File: config.mk
export PLATFORM = sky130hd
export DESIGN_NAME = wpt_unit
export DESIGN_NICKNAME = d
export VERILOG_FILES = /design/src/rtl/wpt_pkg.sv /design/src/rtl/wpt_regs.sv /design/src/rtl/wpt_match.sv /design/src/rtl/wpt_route.sv /design/src/rtl/wpt_unit.sv
export SDC_FILE = /design/constraint.sdc
export NUM_CORES = 1
export LEC_CHECK = 0
export BUFFER_PORTS_ARGS = -buffer_cell sky130_fd_sc_hd__buf_2
export CORE_AREA = 2 2 197 141
export DETAILED_ROUTE_END_ITERATION = 7
export DIE_AREA = 0 0 199 143
export PLACE_DENSITY = 0.71
export SYNTH_ARGS = -nofsm -noshare
export SYNTH_HDL_FRONTEND = slang
export SYNTH_HIERARCHICAL = 1
export SYNTH_SLANG_ARGS = --single-unit
File: constraint.sdc
create_clock -name clk_i -period 9.1 [get_ports clk_i]
set_input_delay 0.91 -clock clk_i [delete_from_list [all_inputs] [get_ports clk_i]]
set_output_delay 0.91 -clock clk_i [all_outputs]
set_load 0.005 [all_outputs]
File: src/rtl/wpt_pkg.sv
package wpt_pkg;
  localparam int unsigned DW = 32;
  localparam logic [DW-1:0] LOCK_KEY = 32'hC5AC_CE55;
  localparam int unsigned HALT_BIT = 14;
  localparam int unsigned MON_BIT  = 15;

  typedef struct packed {
    logic [4:0] msk;
    logic [3:0] bas;
    logic [1:0] lsc;
    logic [1:0] pac;
    logic       en;
  } wp_ctrl_t;

  function automatic wp_ctrl_t unpack_ctrl(input logic [DW-1:0] w);
    wp_ctrl_t c;
    c.en  = w[0];
    c.pac = w[2:1];
    c.lsc = w[4:3];
    c.bas = w[8:5];
    c.msk = w[28:24];
    return c;
  endfunction

  function automatic logic [DW-1:0] pack_ctrl(input wp_ctrl_t c);
    logic [DW-1:0] w;
    w        = '0;
    w[0]     = c.en;
    w[2:1]   = c.pac;
    w[4:3]   = c.lsc;
    w[8:5]   = c.bas;
    w[28:24] = c.msk;
    return w;
  endfunction
endpackage

File: src/rtl/wpt_regs.sv
module wpt_regs import wpt_pkg::*; #(
  parameter int unsigned NUM_WP = 4,
  parameter int unsigned AW     = 4
) (
  input  logic               clk_i,
  input  logic               rst_ni,
  input  logic               we_i,
  input  logic [AW-1:0]      addr_i,
  input  logic [DW-1:0]      wdata_i,
  output logic [DW-1:0]      rdata_o,
  output logic [DW-1:2]      wval_o [NUM_WP],
  output wp_ctrl_t           wctrl_o [NUM_WP],
  output logic               halt_en_o,
  output logic               mon_en_o,
  output logic               os_lock_o
);
  localparam int unsigned DBG_IDX  = 2 * NUM_WP;
  localparam int unsigned LOCK_IDX = 2 * NUM_WP + 1;

  logic [DW-1:2] wval_q  [NUM_WP];
  wp_ctrl_t      wctrl_q [NUM_WP];
  logic          halt_en_q, mon_en_q, lock_q;

  for (genvar g = 0; g < NUM_WP; g++) begin : g_wp
    always_ff @(posedge clk_i or negedge rst_ni) begin
      if (!rst_ni) begin
        wval_q[g]  <= '0;
        wctrl_q[g] <= '0;
      end else if (we_i) begin
        if (32'(addr_i) == g)          wval_q[g]  <= wdata_i[DW-1:2];
        if (32'(addr_i) == g + NUM_WP) wctrl_q[g] <= unpack_ctrl(wdata_i);
      end
    end
    assign wval_o[g]  = wval_q[g];
    assign wctrl_o[g] = wctrl_q[g];
  end

  always_ff @(posedge clk_i or negedge rst_ni) begin
    if (!rst_ni) begin
      halt_en_q <= 1'b0;
      mon_en_q  <= 1'b0;
      lock_q    <= 1'b1;
    end else if (we_i) begin
      if (32'(addr_i) == DBG_IDX) begin
        halt_en_q <= wdata_i[HALT_BIT];
        mon_en_q  <= wdata_i[MON_BIT];
      end
      if (32'(addr_i) == LOCK_IDX) lock_q <= (wdata_i == LOCK_KEY);
    end
  end

  always_comb begin
    rdata_o = '0;
    for (int i = 0; i < NUM_WP; i++) begin
      if (32'(addr_i) == i)          rdata_o = {wval_q[i], 2'b00};
      if (32'(addr_i) == i + NUM_WP) rdata_o = pack_ctrl(wctrl_q[i]);
    end
    if (32'(addr_i) == DBG_IDX) begin
      rdata_o[HALT_BIT] = halt_en_q;
      rdata_o[MON_BIT]  = mon_en_q;
    end
    if (32'(addr_i) == LOCK_IDX) rdata_o[0] = lock_q;
  end

  assign halt_en_o = halt_en_q;
  assign mon_en_o  = mon_en_q;
  assign os_lock_o = lock_q;
endmodule

File: src/rtl/wpt_match.sv
module wpt_match import wpt_pkg::*; (
  input  wp_ctrl_t         ctrl_i,
  input  logic [DW-1:2]    wval_i,
  input  logic             valid_i,
  input  logic [DW-1:0]    addr_i,
  input  logic [1:0]       size_i,
  input  logic             store_i,
  input  logic             priv_i,
  output logic             hit_o
);
  logic [3:0]    lane_base, lanes;
  logic [DW-1:0] care;
  logic          type_ok, priv_ok, addr_ok, msk_rsvd;

  always_comb begin
    unique case (size_i)
      2'd0:    lane_base = 4'b0001;
      2'd1:    lane_base = 4'b0011;
      default: lane_base = 4'b1111;
    endcase
    lanes = lane_base << addr_i[1:0];
  end

  always_comb begin
    for (int b = 0; b < DW; b++) care[b] = (b >= int'(ctrl_i.msk));
  end

  assign msk_rsvd = (ctrl_i.msk == 5'd1) || (ctrl_i.msk == 5'd2);
  assign type_ok  = store_i ? ctrl_i.lsc[1] : ctrl_i.lsc[0];
  assign priv_ok  = priv_i  ? ctrl_i.pac[0] : ctrl_i.pac[1];

  always_comb begin
    if (ctrl_i.msk == 5'd0)
      addr_ok = (addr_i[DW-1:2] == wval_i) && |(lanes & ctrl_i.bas);
    else
      addr_ok = ~|((addr_i ^ {wval_i, 2'b00}) & care);
  end

  assign hit_o = valid_i && ctrl_i.en && !msk_rsvd && type_ok && priv_ok && addr_ok;
endmodule

File: src/rtl/wpt_route.sv
module wpt_route import wpt_pkg::*; #(
  parameter int unsigned NUM_WP = 4,
  parameter int unsigned IDW    = 2
) (
  input  logic               clk_i,
  input  logic               rst_ni,
  input  logic [NUM_WP-1:0]  hit_i,
  input  logic [DW-1:0]      addr_i,
  input  logic               store_i,
  input  logic               halt_en_i,
  input  logic               mon_en_i,
  input  logic               os_lock_i,
  output logic               halt_req_o,
  output logic               abort_req_o,
  output logic [IDW-1:0]     hit_id_o,
  output logic               fault_wp_o,
  output logic               fault_wnr_o,
  output logic [DW-1:0]      fault_addr_o
);
  logic           any_hit, take_abort;
  logic [IDW-1:0] first_id;

  always_comb begin
    first_id = '0;
    for (int i = NUM_WP - 1; i >= 0; i--) if (hit_i[i]) first_id = IDW'(i);
  end

  assign any_hit    = |hit_i;
  assign take_abort = any_hit && !halt_en_i && mon_en_i && !os_lock_i;

  always_ff @(posedge clk_i or negedge rst_ni) begin
    if (!rst_ni) begin
      halt_req_o   <= 1'b0;
      abort_req_o  <= 1'b0;
      hit_id_o     <= '0;
      fault_wp_o   <= 1'b0;
      fault_wnr_o  <= 1'b0;
      fault_addr_o <= '0;
    end else begin
      halt_req_o  <= any_hit && halt_en_i;
      abort_req_o <= take_abort;
      if (any_hit) hit_id_o <= first_id;
      if (take_abort) begin
        fault_wp_o   <= 1'b1;
        fault_wnr_o  <= store_i;
        fault_addr_o <= addr_i;
      end
    end
  end
endmodule

File: src/rtl/wpt_unit.sv
module wpt_unit import wpt_pkg::*; #(
  parameter int unsigned NUM_WP = 4,
  localparam int unsigned AW    = $clog2(2 * NUM_WP + 2),
  localparam int unsigned IDW   = $clog2(NUM_WP)
) (
  input  logic            clk_i,
  input  logic            rst_ni,
  input  logic            cfg_we_i,
  input  logic [AW-1:0]   cfg_addr_i,
  input  logic [31:0]     cfg_wdata_i,
  output logic [31:0]     cfg_rdata_o,
  input  logic            acc_valid_i,
  input  logic [31:0]     acc_addr_i,
  input  logic [1:0]      acc_size_i,
  input  logic            acc_store_i,
  input  logic            acc_priv_i,
  output logic            halt_req_o,
  output logic            abort_req_o,
  output logic [IDW-1:0]  hit_id_o,
  output logic            fault_wp_o,
  output logic            fault_wnr_o,
  output logic [31:0]     fault_addr_o
);
  logic [DW-1:2]     wval  [NUM_WP];
  wp_ctrl_t          wctrl [NUM_WP];
  logic              halt_en, mon_en, os_lock;
  logic [NUM_WP-1:0] hit_vec;

  wpt_regs #(.NUM_WP(NUM_WP), .AW(AW)) u_regs (
    .clk_i, .rst_ni,
    .we_i(cfg_we_i), .addr_i(cfg_addr_i), .wdata_i(cfg_wdata_i), .rdata_o(cfg_rdata_o),
    .wval_o(wval), .wctrl_o(wctrl),
    .halt_en_o(halt_en), .mon_en_o(mon_en), .os_lock_o(os_lock)
  );

  for (genvar g = 0; g < NUM_WP; g++) begin : g_cmp
    wpt_match u_match (
      .ctrl_i(wctrl[g]), .wval_i(wval[g]), .valid_i(acc_valid_i),
      .addr_i(acc_addr_i), .size_i(acc_size_i), .store_i(acc_store_i),
      .priv_i(acc_priv_i), .hit_o(hit_vec[g])
    );
  end

  wpt_route #(.NUM_WP(NUM_WP), .IDW(IDW)) u_route (
    .clk_i, .rst_ni,
    .hit_i(hit_vec), .addr_i(acc_addr_i), .store_i(acc_store_i),
    .halt_en_i(halt_en), .mon_en_i(mon_en), .os_lock_i(os_lock),
    .halt_req_o, .abort_req_o, .hit_id_o,
    .fault_wp_o, .fault_wnr_o, .fault_addr_o
  );
endmodule

==> Word level (Yosys, flattened, before mapping) <==
Index checks and enable logic that the tools add are counted.
{ "word_totals": {"regBits": 217, "output_inout_bits": 70, "wordCells": 287, "input_bits": 76} }
{ "op_classes": {"n_reduce_logical": 67, "n_shift": 1, "n_eq_ne": 23, "n_mux": 27, "magnitude_cmp": 124, "bitwise": 12} }
{ "op_table": {"columns": ["cell", "n"], "rows": [
  ["$ge 5x5->1 const A", 60],
  ["$mux 32", 8],
  ["$ge 4x5->1 const A", 32],
  ["$and 32x32->32", 4],
  ["$reduce_or 32->1", 4],
  ["$xor 32x32->32", 4],
  ["$eq 30x30->1", 4],
  ["$ge 3x5->1 const A", 16],
  ["$ge 1x5->1 const A", 8],
  ["$ge 2x5->1 const A", 8],
  ["$eq 32x32->1 const B", 1],
  ["$logic_and 1x1->1", 28],
  ["$eq 5x1->1 const B", 4],
  ["$eq 5x2->1 const B", 4],
  ["$logic_not 5->1", 4],
  ["$reduce_and 2->1", 10],
  ["$reduce_or 4->1", 5],
  ["$and 4x4->4", 4],
  ["$eq 4x3->1 const B", 4],
  ["$mux 1", 13],
  ["$logic_not 1->1", 10],
  ["$mux 2", 5],
  ["$eq 4x2->1 const B", 2],
  ["$eq 4x4->1 const B", 2],
  ["other kinds (7)", 10]
]} }

==> Logic depth before layout (Yosys ltp) <==
{ "logic_depth": {"ltp_word": 12, "mapped_depth": 12} }

==> Modules after synthesis <==
The synthesis kept the hierarchy.
{ "modules_own_cells": {"columns": ["module", "area_per_inst_um2", "cells_each", "instances"], "rows": [
  ["wpt_regs", 8161.6, 591, 1],
  ["wpt_match", 853.3, 119, 4],
  ["wpt_route", 1554.0, 85, 1]
]} }

==> Worst setup path after synthesis <==
Ideal clock, no wire load.
{ "synth_timing": {"path_type": "in2reg", "startpoint": "input acc_addr_i[18]", "endpoint": "register u_route.fault_addr_o[14]", "arrival_ns": 3.494, "required_time_ns": 8.975, "stages": 11, "n_path_buf": 2, "path_slack_ns": 5.481, "cell_sequence": "xor2_1 -> or3_4 -> a2111oi_4 -> a41oi_1 -> or4_1 -> o21ai_1 -> nor4_1 -> or4b_1 -> buf_6 -> buf_8 -> mux2_4"} }
{ "synth_via": {"elab_chain_cells": 10, "elab_cells_between_ends": 36} }
{ "synth_lines": {"columns": ["element", "line_no", "rtl"], "rows": [
  ["start: declaration", "wpt_unit.sv:13", "input logic [31:0] acc_addr_i,"],
  ["$xor 32x32->32", "wpt_match.sv:36", "addr_ok = ~|((addr_i ^ {wval_i, 2'b00}) & care);"],
  ["$and 32x32->32", "wpt_match.sv:36", null],
  ["$reduce_or 32->1", "wpt_match.sv:36", null],
  ["$logic_not 1->1", "wpt_match.sv:36", null],
  ["$mux 1 *", "wpt_match.sv:33", "if (ctrl_i.msk == 5'd0)"],
  ["$logic_and 1x1->1 *", "wpt_match.sv:39", "assign hit_o = valid_i && ctrl_i.en && !msk_rsvd && type_ok && priv_ok && addr_ok;"],
  ["via hit_vec[0]", "wpt_unit.sv:27", "logic [NUM_WP-1:0] hit_vec;"],
  ["$reduce_or 4->1 *", "wpt_route.sv:28", "assign any_hit = |hit_i;"],
  ["$logic_and 1x1->1 * (3 in a row)", "wpt_route.sv:29", "assign take_abort = any_hit && !halt_en_i && mon_en_i && !os_lock_i;"],
  ["end signal: assignment", "wpt_route.sv:46", "fault_addr_o <= addr_i;"],
  ["end: declaration", "wpt_route.sv:18", "output logic [DW-1:0] fault_addr_o"]
]} }
Mark *: on every way through the listed nets, which the timed path passes. The rest lies on a longest branch.
A chain may end at the register's enable or synchronous reset.

==> Worst setup path after layout <==
{ "layout_timing": {"startpoint": "input acc_addr_i[31]", "endpoint": "register u_route.fault_addr_o[27]"} }
Same word-level chain as after synthesis.

==> results.py <==
metrics = {
    "run_status": {
        "outcome": "complete, no violations",
    },
    "job": {
        "maxCapViolations": 0,
    },
    "global_routing": {
        "grt_pass1_vias": 10200,
        "antenna_found_initial": 1,
        "grt_max_degree": 79,
        "grt_overflow": 0,
        "grt_util_all_layers_pct": 32.2,
        "grt_pass1_wl_microns": 66800,
    },
    "layout": {
        "fin_area_sq_um": 14700,
        "nNetsFinal": 1347,
        "synthToLayoutAreaGrowth_pct": 12.3,
        "drive_gt1_share_pct": 34.7,
        "antenna_cells": 0,
        "final_core_util_pct": 55.7,
    },
    "synth": {
        "netlist_instances": 1152,
        "syn_avg_cell_area_sq_um": 11.4,
        "synth_nets": 1228,
        "seq_area_frac_synth_pct": 41.4,
        "ys_ff_latch": 217,
        "synthArstFlopShare_pct": 100,
        "yosys-top-cells-area": "dfrtp_1 (41%), mux2_2 (15%), xor2_1 (5.3%)",
        "synthFlopType": "dfrtp_1",
        "synth_top_cell_area_share_pct": 41.2,
        "netlist_area_sq_um": 13100,
        "ys_types": 68,
        "synth_edf_count": 0,
        "synth_top_area_cell": "dfrtp_1",
        "yosysWarnings": 6,
    },
    "worst_setup_path": {
        "crit_path_start": "acc_addr_i[31]",
        "reg2reg_from": "u_regs/wval_o[119]",
        "critPathLaunchType": "input port",
        "arrival_ps": 5120,
        "end_kind": "register",
        "required_ps": 9510,
        "worstPathMaxFanout": 21,
        "critPathKind": "input port to register",
    },
    "power_and_ir_drop": {
        "combPwrFrac_pct": 27.6,
        "p_clk_share_pct": 29.3,
        "power_density_nw_per_um2": 226,
        "power.leakage_nw": 6.46,
        "ir_drop_uv": 123,
        "internal_power_w": 0.00213,
        "power_switching_w": 0.00120,
        "power.share.switching_pct": 36.1,
        "p_seq_share_pct": 43.1,
    },
    "placement": {
        "gp_congestion": 0.978,
        "port_buffers": 145,
        "place_area_sq_um": 14000,
        "hpwl_microns": 33200,
    },
    "timing": {
        "min_period_ps": 4710,
        "setup_tns_ps": 0,
        "max_freq_mhz": 212,
        "rsz0062_at_grt": "false",
        "fin_crit_sh_pct": 51.7,
        "slew_violations": 0,
        "worstMarginPinSlew_ps": 1310,
        "setup_viol": 0,
        "skew_ps": 13.7,
        "finalHoldViolCount": 0,
        "slew_headroom_pct": 11.9,
    },
    "detailed_routing": {
        "vias_per_cell": 6.35,
        "ant_nets": 0,
        "drc": 0,
        "first_pass_iters": 7,
        "wl_per_cell_microns": 27.5,
        "vias": 10485,
        "drt_wl_total_microns": 45300,
        "drt_iter0_drc": 925,
    },
    "floorplan": {
        "num_rows": 50,
        "dieArea_sq_um": 28500,
        "die_y_microns": 143,
        "pin_count": 146,
        "fp.dieW_microns": 199,
        "core_area_sq_um": 26500,
        "start_util_pct": 49.6,
    },
    "clock_network": {
        "post_cts_buffers": 0,
        "hold_buffers": 0,
        "clk_pin_slew_ps": 60,
        "clock_latency_ps": 530,
        "htree_num_levels": 1,
        "clock-sinks": 217,
        "tritoncts": "built",
        "ctsResizeCount": 0,
        "cts_buffer_depth": 3,
        "cts_inserted_buffers": 24,
        "cts-root-buf": "clkbuf_16",
    },
    "worst_hold_path": {
        "hp-class": "input port to async pin",
    },
}
-- cells in the mapped netlist, types with 8 or more instances --
| master | n |
|---|---|
| dfrtp_1 | 216 |
| a22oi_1 | 46 |
| nand2b_1 | 14 |
| o31ai_1 | 11 |
| o22ai_1 | 15 |
| xor2_1 | 80 |
| nor3_1 | 20 |
| mux2_4 | 28 |
| o21a_1 | 8 |
| buf_4 | 9 |
| nor2_1 | 45 |
| mux4_2 | 11 |
| buf_2 | 26 |
| nand2_1 | 60 |
| mux2_2 | 179 |
| o221ai_1 | 8 |
| o21ai_1 | 8 |
| a21oi_1 | 61 |
| nand3_1 | 11 |
| o21bai_1 | 9 |
| mux2i_1 | 25 |
| buf_6 | 13 |
| or4_1 | 8 |
| o2bb2ai_1 | 9 |
| nor4_1 | 22 |
| clkbuf_1 | 9 |
| o21ai_0 | 15 |
| xnor2_1 | 48 |
| nand4_1 | 13 |
| inv_1 | 14 |
-- layout by cell type (no fill, tap or decap), types with 11 or more instances in the layout --
cell	n
nand3_1	11
o22ai_1	15
mux2i_1	25
mux2_4	28
o31ai_1	11
xor2_1	80
mux4_2	11
nor4_1	22
a21oi_1	61
nor2_1	44
nor3_1	20
xnor2_1	48
buf_2	144
nand2_1	60
nand2b_1	14
a22oi_1	46
nand4_1	13
inv_1	14
o21ai_0	15
mux2_2	179
clkbuf_16	25
dfrtp_1	216
-- cells by family after synthesis --
logic type,after synthesis,share of synthesized area (%)
AO/OA/AOI/OAI,228,12.4
multiplexers,247,22.7
buffers and inverters,79,3.85
adder cells (fa/ha/maj),4,0.305
AND/OR/NAND/NOR,249,10.8
flip-flops,217,41.4
XOR/XNOR,128,8.54
-- state kept, by name, indices dropped and copies added (netlist names) --
register,cells
u_regs/mon_en_o,1
u_route/fault_wp_o,1
u_regs/halt_en_o,1
u_route/abort_req_o,1
u_route/halt_req_o,1
u_route/fault_addr_o,32
u_route/hit_id_o,2
u_regs/wval_o,120
u_regs/wctrl_o,56
u_regs/os_lock_o,1
u_route/fault_wnr_o,1
-- critical path, cell delays in order --
cell	delay, ps
buf_2	150
xor2_1	150
nor4_1	840
o21ai_0	260
nand2b_1	210
or4_1	460
o21ai_1	240
nor4_1	140
or4b_2	950
buf_4	410
mux2_4	360
-- per-stage QoR --
step | std cells | worst slack, ps | hold WS [ps] | total power (W)
2_1_floorplan | 1152 | 5480 | 456 | 0.00197
3_3_place_gp | 1609 | 4020 | 464 | 0.00231
3_5_place_dp | 1609 | 3920 | 465 | 0.00233
4_1_cts | 1650 | 4440 | 354 | 0.00331
5_1_grt | 1650 | 4250 | 387 | 0.00347
6_report | 1650 | 4390 | 336 | 0.00333
-- final timing paths --
kind	cells past startpoint	slack, ps	end
min in group clk_i	1	480	u_route/fault_wp_o
setup reg to reg	10	4470	u_route/fault_addr_o[27]
setup / recovery	11	4390	u_route/fault_addr_o[27]
hold reg to reg	1	480	u_route/fault_wp_o
max in group asynchronous	2	7340	u_route/fault_addr_o[18]
hold / removal	1	340	u_route/fault_addr_o[0]
-- layer usage --
metal	vias to the layer above	global-route usage, %	share of wire, %
met5	-	0	0
met2	557	45.0	41
met3	55	8.57	11
met4	0	6.72	1.9
li1	4544	-	-
met1	5329	49.6	46
-- power by group through the flow --
stage | Sequential, W | Combinational [W] | Clock [W]
finish | 0.00143 | 0.000920 | 0.000974
floorplan | 0.00130 | 0.000668 | 0
global route | 0.00145 | 0.000981 | 0.00103
CTS | 0.00142 | 0.000902 | 0.000990
detailed placement | 0.00143 | 0.000897 | 0
global placement | 0.00143 | 0.000887 | 0
-- layout make-up --
class / count / area, sq um
Clock buffer: 33 / 706
Clock inverter: 8 / 75.1
Fill cell: 2307 / 11700
Inverter: 18 / 67.6
Multi-Input combinational cell: 856 / 7200
Sequential cell: 217 / 5430
Tap cell: 364 / 455
Timing Repair Buffer: 154 / 803
Note: power is estimated with default switching activity, not from simulation.
